===== config.mk =====
export PLATFORM = sky130hd
export DESIGN_NAME = cfgwin_regs
export DESIGN_NICKNAME = d
export VERILOG_FILES = /design/src/rtl/cfgwin_regs.sv
export SDC_FILE = /design/constraint.sdc
export NUM_CORES = 2
export LEC_CHECK = 0
export ABC_AREA = 0
export BUFFER_PORTS_ARGS = -buffer_cell sky130_fd_sc_hd__buf_2
export CAP_MARGIN = 20
export CORE_MARGIN = 2
export CORE_UTILIZATION = 55
export CTS_BUF_LIST = sky130_fd_sc_hd__clkbuf_16
export DETAILED_ROUTE_END_ITERATION = 6
export GPL_TIMING_DRIVEN = 0
export PLACE_DENSITY_LB_ADDON = 0.3
export SLEW_MARGIN = 10
export SYNTH_ARGS = -nofsm -noshare
export SYNTH_HDL_FRONTEND = slang
export SYNTH_SLANG_ARGS = --single-unit

===== constraint.sdc =====
create_clock -name clk -period 12.6 [get_ports clk]
set_input_delay 1.89 -clock clk [delete_from_list [all_inputs] [get_ports clk]]
set_output_delay 1.89 -clock clk [all_outputs]
set_load 0.02 [all_outputs]

===== src/rtl/cfgwin_regs.sv =====
module cfgwin_regs #(
  parameter int unsigned ADDR_W     = 10,
  parameter int unsigned BLOCK_BASE = 'h100,
  parameter logic [31:0] MAX_WIN    = 32'h1000_0000
) (
  input  logic              clk,
  input  logic              rst_n,
  input  logic              reg_wr,
  input  logic [ADDR_W-1:0] reg_addr,
  input  logic [31:0]       reg_wdata,
  output logic [31:0]       reg_rdata,
  input  logic [63:0]       win_addr,
  output logic              win_en,
  output logic [31:0]       win_size,
  output logic              win_hit,
  output logic [63:0]       win_offset,
  output logic [31:0]       regwin_size
);
  localparam int unsigned NREG  = 23;
  localparam int unsigned OFS_W = $clog2(NREG);
  localparam logic [ADDR_W-1:0] BASE_A = ADDR_W'(BLOCK_BASE);
  localparam int unsigned I_CBH = 0, I_CBL = 1, I_CMSK = 2, I_RMSK = 20;

  logic [31:0] regs [NREG];

  logic [ADDR_W-1:0] rel;
  logic              in_rng;
  logic [OFS_W-1:0]  idx;

  assign rel    = reg_addr - BASE_A;
  assign in_rng = (reg_addr >= BASE_A) && (rel < ADDR_W'(NREG));
  assign idx    = rel[OFS_W-1:0];

  always_ff @(posedge clk or negedge rst_n) begin
    if (!rst_n) begin
      for (int i = 0; i < NREG; i++) regs[i] <= '0;
    end else if (reg_wr && in_rng) begin
      regs[idx] <= reg_wdata;
    end
  end

  assign reg_rdata = in_rng ? regs[idx] : 32'd0;

  logic [63:0] cfg_base;
  logic [31:0] cfg_mask, raw_size, rmask;
  logic [64:0] win_end;

  assign cfg_base = {regs[I_CBH], regs[I_CBL]};
  assign cfg_mask = regs[I_CMSK];
  assign raw_size = ~(cfg_mask & 32'hFFFF_FFFE) + 32'd1;
  assign win_en   = cfg_mask[0];
  assign win_size = (raw_size > MAX_WIN) ? MAX_WIN : raw_size;
  assign win_end  = {1'b0, cfg_base} + {33'd0, win_size};
  assign win_hit  = win_en && (win_addr >= cfg_base) && ({1'b0, win_addr} < win_end);
  assign win_offset = win_addr - cfg_base;

  assign rmask       = regs[I_RMSK];
  assign regwin_size = (rmask == 32'h0000_7001) ? 32'd4096
                                                : ~(rmask & 32'hFFFF_FFFE) + 32'd1;
endmodule



# Word-level counts from Yosys, hierarchy flattened
# Index checks and enable logic that the tools add are counted.
word_totals:
  out_inout_bits: 162
  word_cells: 53
  mem_bits_ro: 0
  reg_bits: 736
  latchBits: 0
  inputBits: 109
  ram_bits: 0
  memories: 0
classes:
  mux: 9
  n_mul: 0
  order_cmp: 7
  addsub: 5
  shifts: 0
  bitwise: 3
  n_eq_ne: 1
  n_div: 0
  reduce_logical: 5
ops:
  columns: ["op", "n"]
  rows:
  - ["736-bit bitwise mux", 1]
  - ["32-bit two-way mux", 6]
  - ["32-bit binary-select mux with 5-bit select", 1]
  - ["32-bit demux with 5-bit select", 1]
  - ["64-bit by 32-bit adder with 65-bit output", 1]
  - ["64-bit by 65-bit < comparator with 1-bit output", 1]
  - ["32-bit by 1-bit adder with 32-bit output, second input constant", 2]
  - ["64-bit greater-or-equal comparator", 1]
  - ["32-bit NOT", 2]
  - ["64-bit subtractor", 1]
  - ["32-bit by 15-bit == test with 1-bit output, second input constant", 1]
  - ["32-bit by 29-bit > comparator with 1-bit output, second input constant", 1]
  - ["10-bit by 9-bit greater-or-equal comparator with 1-bit output, second input constant", 1]
  - ["10-bit by 5-bit < comparator with 1-bit output, second input constant", 1]
  - ["10-bit by 9-bit subtractor with 10-bit output, second input constant", 1]
  - ["6-bit greater-or-equal comparator, second input constant", 1]
  - ["6-bit by 1-bit < comparator with 1-bit output, second input constant", 1]
  - ["5-bit NOT with 6-bit output", 1]
  - ["1-bit logical AND", 5]

# Depth between registers and ports, before layout
depth:
  ltp_word: 7
  mapped_depth: 38
  depth_no_buf: 35

# Worst setup path before layout
# OpenSTA, ideal clock, no wires.
synth_timing:
  path_type: "reg-to-output"
  startpoint: "reg regs, in the netlist cfg_mask[1]"
  endpoint: "out win_hit"
  t_required_ns: 10.710
  path_stages_with_launch: 32
  n_path_buf: 1
  path_slack_ns: 2.697
  t_arrival_ns: 8.013
  path_cell_list: "dfrtp_1 > inv_1 > ha_1 > or4b_1 > or3_1 > or2_1 > or4_1 > or3_1 > nor3_1 > a21oi_1 > nor2_1 > o21ai_2 > buf_2 > nor2_1 > ha_1 > a21o_1 > a21oi_1 > o21a_1 > or4_1 > a21oi_1 > o21ai_0 > a221oi_1 > nand2b_1 > nor3_1 > xnor2_1 > ha_1 > or4b_2 > a221oi_1 > nand3_1 > a211oi_1 > o21ai_0 > a32oi_1"
synth_via:
  elab_chain_len: 7
synth_lines:
  columns: ["element", "line_no", "source"]
  rows:
  - ["from (decl)", "24", "logic [31:0] regs [NREG];"]
  - ["from (signal, indexed assignment)", "38", "regs[idx] <= reg_wdata;"]
  - ["32-bit NOT (*)", "50", "assign raw_size = ~(cfg_mask & 32'hFFFF_FFFE) + 32'd1;"]
  - ["32-bit by 1-bit adder with 32-bit output (*)", "50", null]
  - ["32-bit by 29-bit > comparator with 1-bit output", "52", "assign win_size = (raw_size > MAX_WIN) ? MAX_WIN : raw_size;"]
  - ["32-bit two-way mux (*)", "52", null]
  - ["named net win_size[2]", "14", "output logic [31:0] win_size,"]
  - ["64-bit by 32-bit adder with 65-bit output (*)", "53", "assign win_end = {1'b0, cfg_base} + {33'd0, win_size};"]
  - ["64-bit by 65-bit < comparator with 1-bit output (*)", "54", "assign win_hit = win_en && (win_addr >= cfg_base) && ({1'b0, win_addr} < win_end);"]
  - ["1-bit logical AND (*)", "54", null]
  - ["to (decl)", "15", "output logic win_hit,"]
# Mark *: on every way through the listed nets, which the timed path passes. The rest lies on a longest branch.

# Worst setup path in the final report
layout_timing:
  startpoint: "reg regs, in the netlist cfg_mask[1]"
  endpoint: "out win_hit"
layout_via:
  elab_chain_len: 7
layout_lines:
  columns: ["element", "line_no"]
  rows:
  - ["32-bit NOT (*)", "50"]
  - ["32-bit by 1-bit adder with 32-bit output (*)", "50"]
  - ["32-bit by 29-bit > comparator with 1-bit output", "52"]
  - ["32-bit two-way mux (*)", "52"]
  - ["64-bit by 32-bit adder with 65-bit output (*)", "53"]
  - ["64-bit by 65-bit < comparator with 1-bit output (*)", "54"]
  - ["1-bit logical AND (*)", "54"]
# Mark *: on every way between the ends. The rest lies on a longest branch, timed or not.

==> run_results.csv <==
group,metric,value,unit
synthesis,synth_flop_cell,"dfrtp_1",
global_route,grt_pass1_vias,31913,
pwr,p_switching,0.00150,W
floorplan,num_rows,101,
worst_setup_path,worstPathMaxFanout,10,
run,maxCapViolations,0,
synthesis,yosys_warnings,0,
timing,clock.fmax,83.9,MHz
timing,maxSlewViolCount,0,
timing,maxSlewHeadroom,19.0,%
timing,whs,0.499,ns
final_layout,fillers,6045,
pwr,power_frac_comb,14.0,%
worst_setup_path,ff2ff_setup_slack,11.47,ns
synthesis,async_flop_share,100,%
cts,cts_tree,"yes",
pwr,p_leak,22.7,nW
pwr,p_seq_share,45.3,%
timing,rsz0062_at_grt,"no",
timing,tns,0,ns
drt,routed_wl,136000,µm
drt,drc,16,
worst_setup_path,cp-start-kind,"register",
worst_setup_path,required,10.71,ns
worst_setup_path,r2r_end,"cfg_base[32]$_DFFE_PN0P_",
synthesis,yosysMostFrequentCell,"dfrtp_1",
timing,worst_pin_slew,1.22,ns
drt,drt_first_pass_iters,7,
synthesis,ys_top_cells_by_area,"dfrtp_1 43%, mux2_2 19%, mux4_2 8.7%, ha_1 4.7%, xnor2_1 2.1%",
synthesis,synth.distinct_cells,75,
synthesis,seq_area_frac_synth,43.5,%
synthesis,synth_commonest_cells,"736 x dfrtp_1, 732 x mux2_2, 194 x clkbuf_1, 194 x nor2_1, 163 x mux4_2",
floorplan,core,0.0761,mm²
pwr,p_int,0.00382,W
placement,dpl.hpwl,102000,µm
worst_setup_path,cp_data_arrival_time,10.03,ns
final_layout,multi_input_area,0.0226,mm²
hold_path,hold_class,"reg2reg",
cts,worstSkewPairLatency,0.64,ns
floorplan,dieHeight,282,µm
timing,min_period,11.92,ns
final_layout,fin_cells,5020,
floorplan,dieArea,0.0793,mm²
synthesis,synthCells,3556,
synthesis,synth_edf_count,0,
final_layout,drive_gt1_share,33.4,%
pwr,peakVddDrop,0.0889,mV
pwr,p_sw_share,28.2,%
synthesis,avgSynthCellArea,11.9,µm²
pwr,power_density,111,mW/mm²
cts,cts_buffer_depth,3,
worst_setup_path,cp-startpoint,"cfg_mask[1]$_DFFE_PN0P_",
drt,route.vias.total,32200,
cts,post-cts-setup-buffer-count,0,
floorplan,io_pins,271,
timing,setup_violations,0,
cts,clock-sinks,736,
worst_setup_path,critPathKind,"reg2out",
floorplan,die_width,282,µm
outcome,violations,"DRC",
worst_setup_path,cp-end-kind,"output port",
worst_setup_path,crit_path_end,"win_hit",
timing,hold_viol,0,
cts,holdBufCountCts,0,
placement,dpl_cell_area,0.0453,mm²
final_layout,area_delta_synth_final,12.8,%
worst_setup_path,cp_slowest_cell,"or4b_2",
cts,cts_resized,0,
cts,clk_pin_slew,0.07,ns
final_layout,fin_nets,4194,
outcome,status,"finished, violations left",
worst_setup_path,timing.rr.start,"cfg_base[32]$_DFFE_PN0P_",
drt,ant_nets,0,
global_route,grt_overflow,0,
global_route,grt_usage,34.2,%
timing,fin_skew,0,ns
final_layout,final_area,0.0478,mm²
drt,drtIter0Drc,3050,
placement,dp.cells,4872,
global_route,antenna_found_initial,15,
synthesis,synth_area_leader_cell,"dfrtp_1",
worst_setup_path,critPathMaxStageDelay,0.61,ns
placement,gp_congestion,0.977,
drt,via_per_inst,6.41,
drt,wl_per_cell,27.0,µm
synthesis,netlist_area,0.0424,mm²
cts,cts_buffers,75,
synthesis,yosys.area.top_type_share,43.5,%
cts,cts-htree-levels,3,
worst_setup_path,reg2reg_depth,2,
cts,clockRootBuffer,"clkbuf_16",
timing,period_share,94.6,%
floorplan,start_util,55.7,%
pwr,p_clk_share,40.8,%
synthesis,synth-seq-cells,736,
global_route,grt_max_degree,109,
global_route,grt_pass1_wl,200000,µm
final_layout,seqCellArea,0.0184,mm²
placement,io_buffers,264,
-- routing by layer --
layer	part of all wire, %	vias to the layer above	GRT usage (%)
met2	46	1597	54.4
met4	5.4	8	17.3
met3	9.1	379	7.71
met1	39	16385	44.3
li1	-	13831	-
met5	0.079	-	0
-- layout make-up --
| type | instances | share of cell area (%) |
|---|---|---|
| Multi-Input combinational cell | 2467 | 47.3 |
| Antenna cell | 10 | 0.0524 |
| Clock inverter | 59 | 1.04 |
| Sequential cell | 736 | 38.5 |
| Inverter | 97 | 0.762 |
| Buffer | 263 | 2.17 |
| Clock buffer | 75 | 3.93 |
| Timing Repair Buffer | 283 | 3.52 |
| Tap cell | 1030 | 2.70 |
-- critical path, delay by kind of cell (launching register included) --
family                     cells  cell delay [ns]
buffers and inverters          4             0.98
AOI/OAI and AO/OA             14             3.50
DFF                            1             0.45
and+or+nand+nor               11             3.39
adders and majority gates      4             1.07
-- registers in the layout (all words and copies together), names as in the netlist --
register / flops
cfg_base: 64
cfg_mask: 32
regs: 608
rmask: 32
-- power groups by stage --
stage | Combinational, W | Clock (W) | Sequential (W)
2_1_floorplan | 0.000439 | 0 | 0.00245
4_1_cts | 0.000732 | 0.00218 | 0.00241
3_5_place_dp | 0.000728 | 0 | 0.00245
6_report | 0.000743 | 0.00217 | 0.00241
3_3_place_gp | 0.000711 | 0 | 0.00245
5_1_grt | 0.000797 | 0.00228 | 0.00241
-- worst min-delay path by stage --
| stage | startpoint | end | slack [ns] | cells past startpoint |
|---|---|---|---|---|
| 2_1_floorplan | regs[425]$_DFFE_PN0P_ | regs[425]$_DFFE_PN0P_ | 0.46 | 1 |
| 3_3_place_gp | regs[425]$_DFFE_PN0P_ | regs[425]$_DFFE_PN0P_ | 0.47 | 1 |
| 3_5_place_dp | regs[425]$_DFFE_PN0P_ | regs[425]$_DFFE_PN0P_ | 0.48 | 1 |
| 4_1_cts | regs[425]$_DFFE_PN0P_ | regs[425]$_DFFE_PN0P_ | 0.50 | 1 |
| 5_1_grt | regs[245]$_DFFE_PN0P_ | regs[245]$_DFFE_PN0P_ | 0.51 | 1 |
| 6_report | regs[425]$_DFFE_PN0P_ | regs[425]$_DFFE_PN0P_ | 0.50 | 1 |
-- placed cells by master, fill, tap and decap left out, drive strengths merged, types with 36 or more instances in the layout --
| cell type | count |
|---|---|
| nor2 | 195 |
| mux2i | 58 |
| a21oi | 144 |
| xnor2 | 102 |
| a21o | 71 |
| inv | 117 |
| a211oi | 38 |
| buf | 351 |
| nand2 | 159 |
| clkbuf | 270 |
| o21ai | 121 |
| mux4 | 163 |
| xor2 | 52 |
| nand4 | 36 |
| mux2 | 736 |
| dfrtp | 736 |
| nand3 | 40 |
| nor3 | 58 |
| o211ai | 49 |
| ha | 160 |
-- metrics by stage --
stage                     util, %  power [W]  worst slack [ns]
after CTS                    62.7    0.00532             0.690
after global placement       59.2    0.00317             -5.97
after detailed placement     59.6    0.00318              1.44
final                        62.8    0.00533             0.679
after floorplan                 -    0.00288              2.70
after global routing         62.8    0.00549             0.200
-- kinds of logic after synthesis --
family          after synthesis  synth area share (%)
simple gates                641                  7.36
fa+ha+maj                   162                  4.82
compound gates              545                  8.26
mux                         957                  29.6
other cells                   1               0.00885
flops                       736                  43.5
xor+xnor                    154                  3.18
buf+inv                     360                  3.29
(Power assumes the default switching activity.)
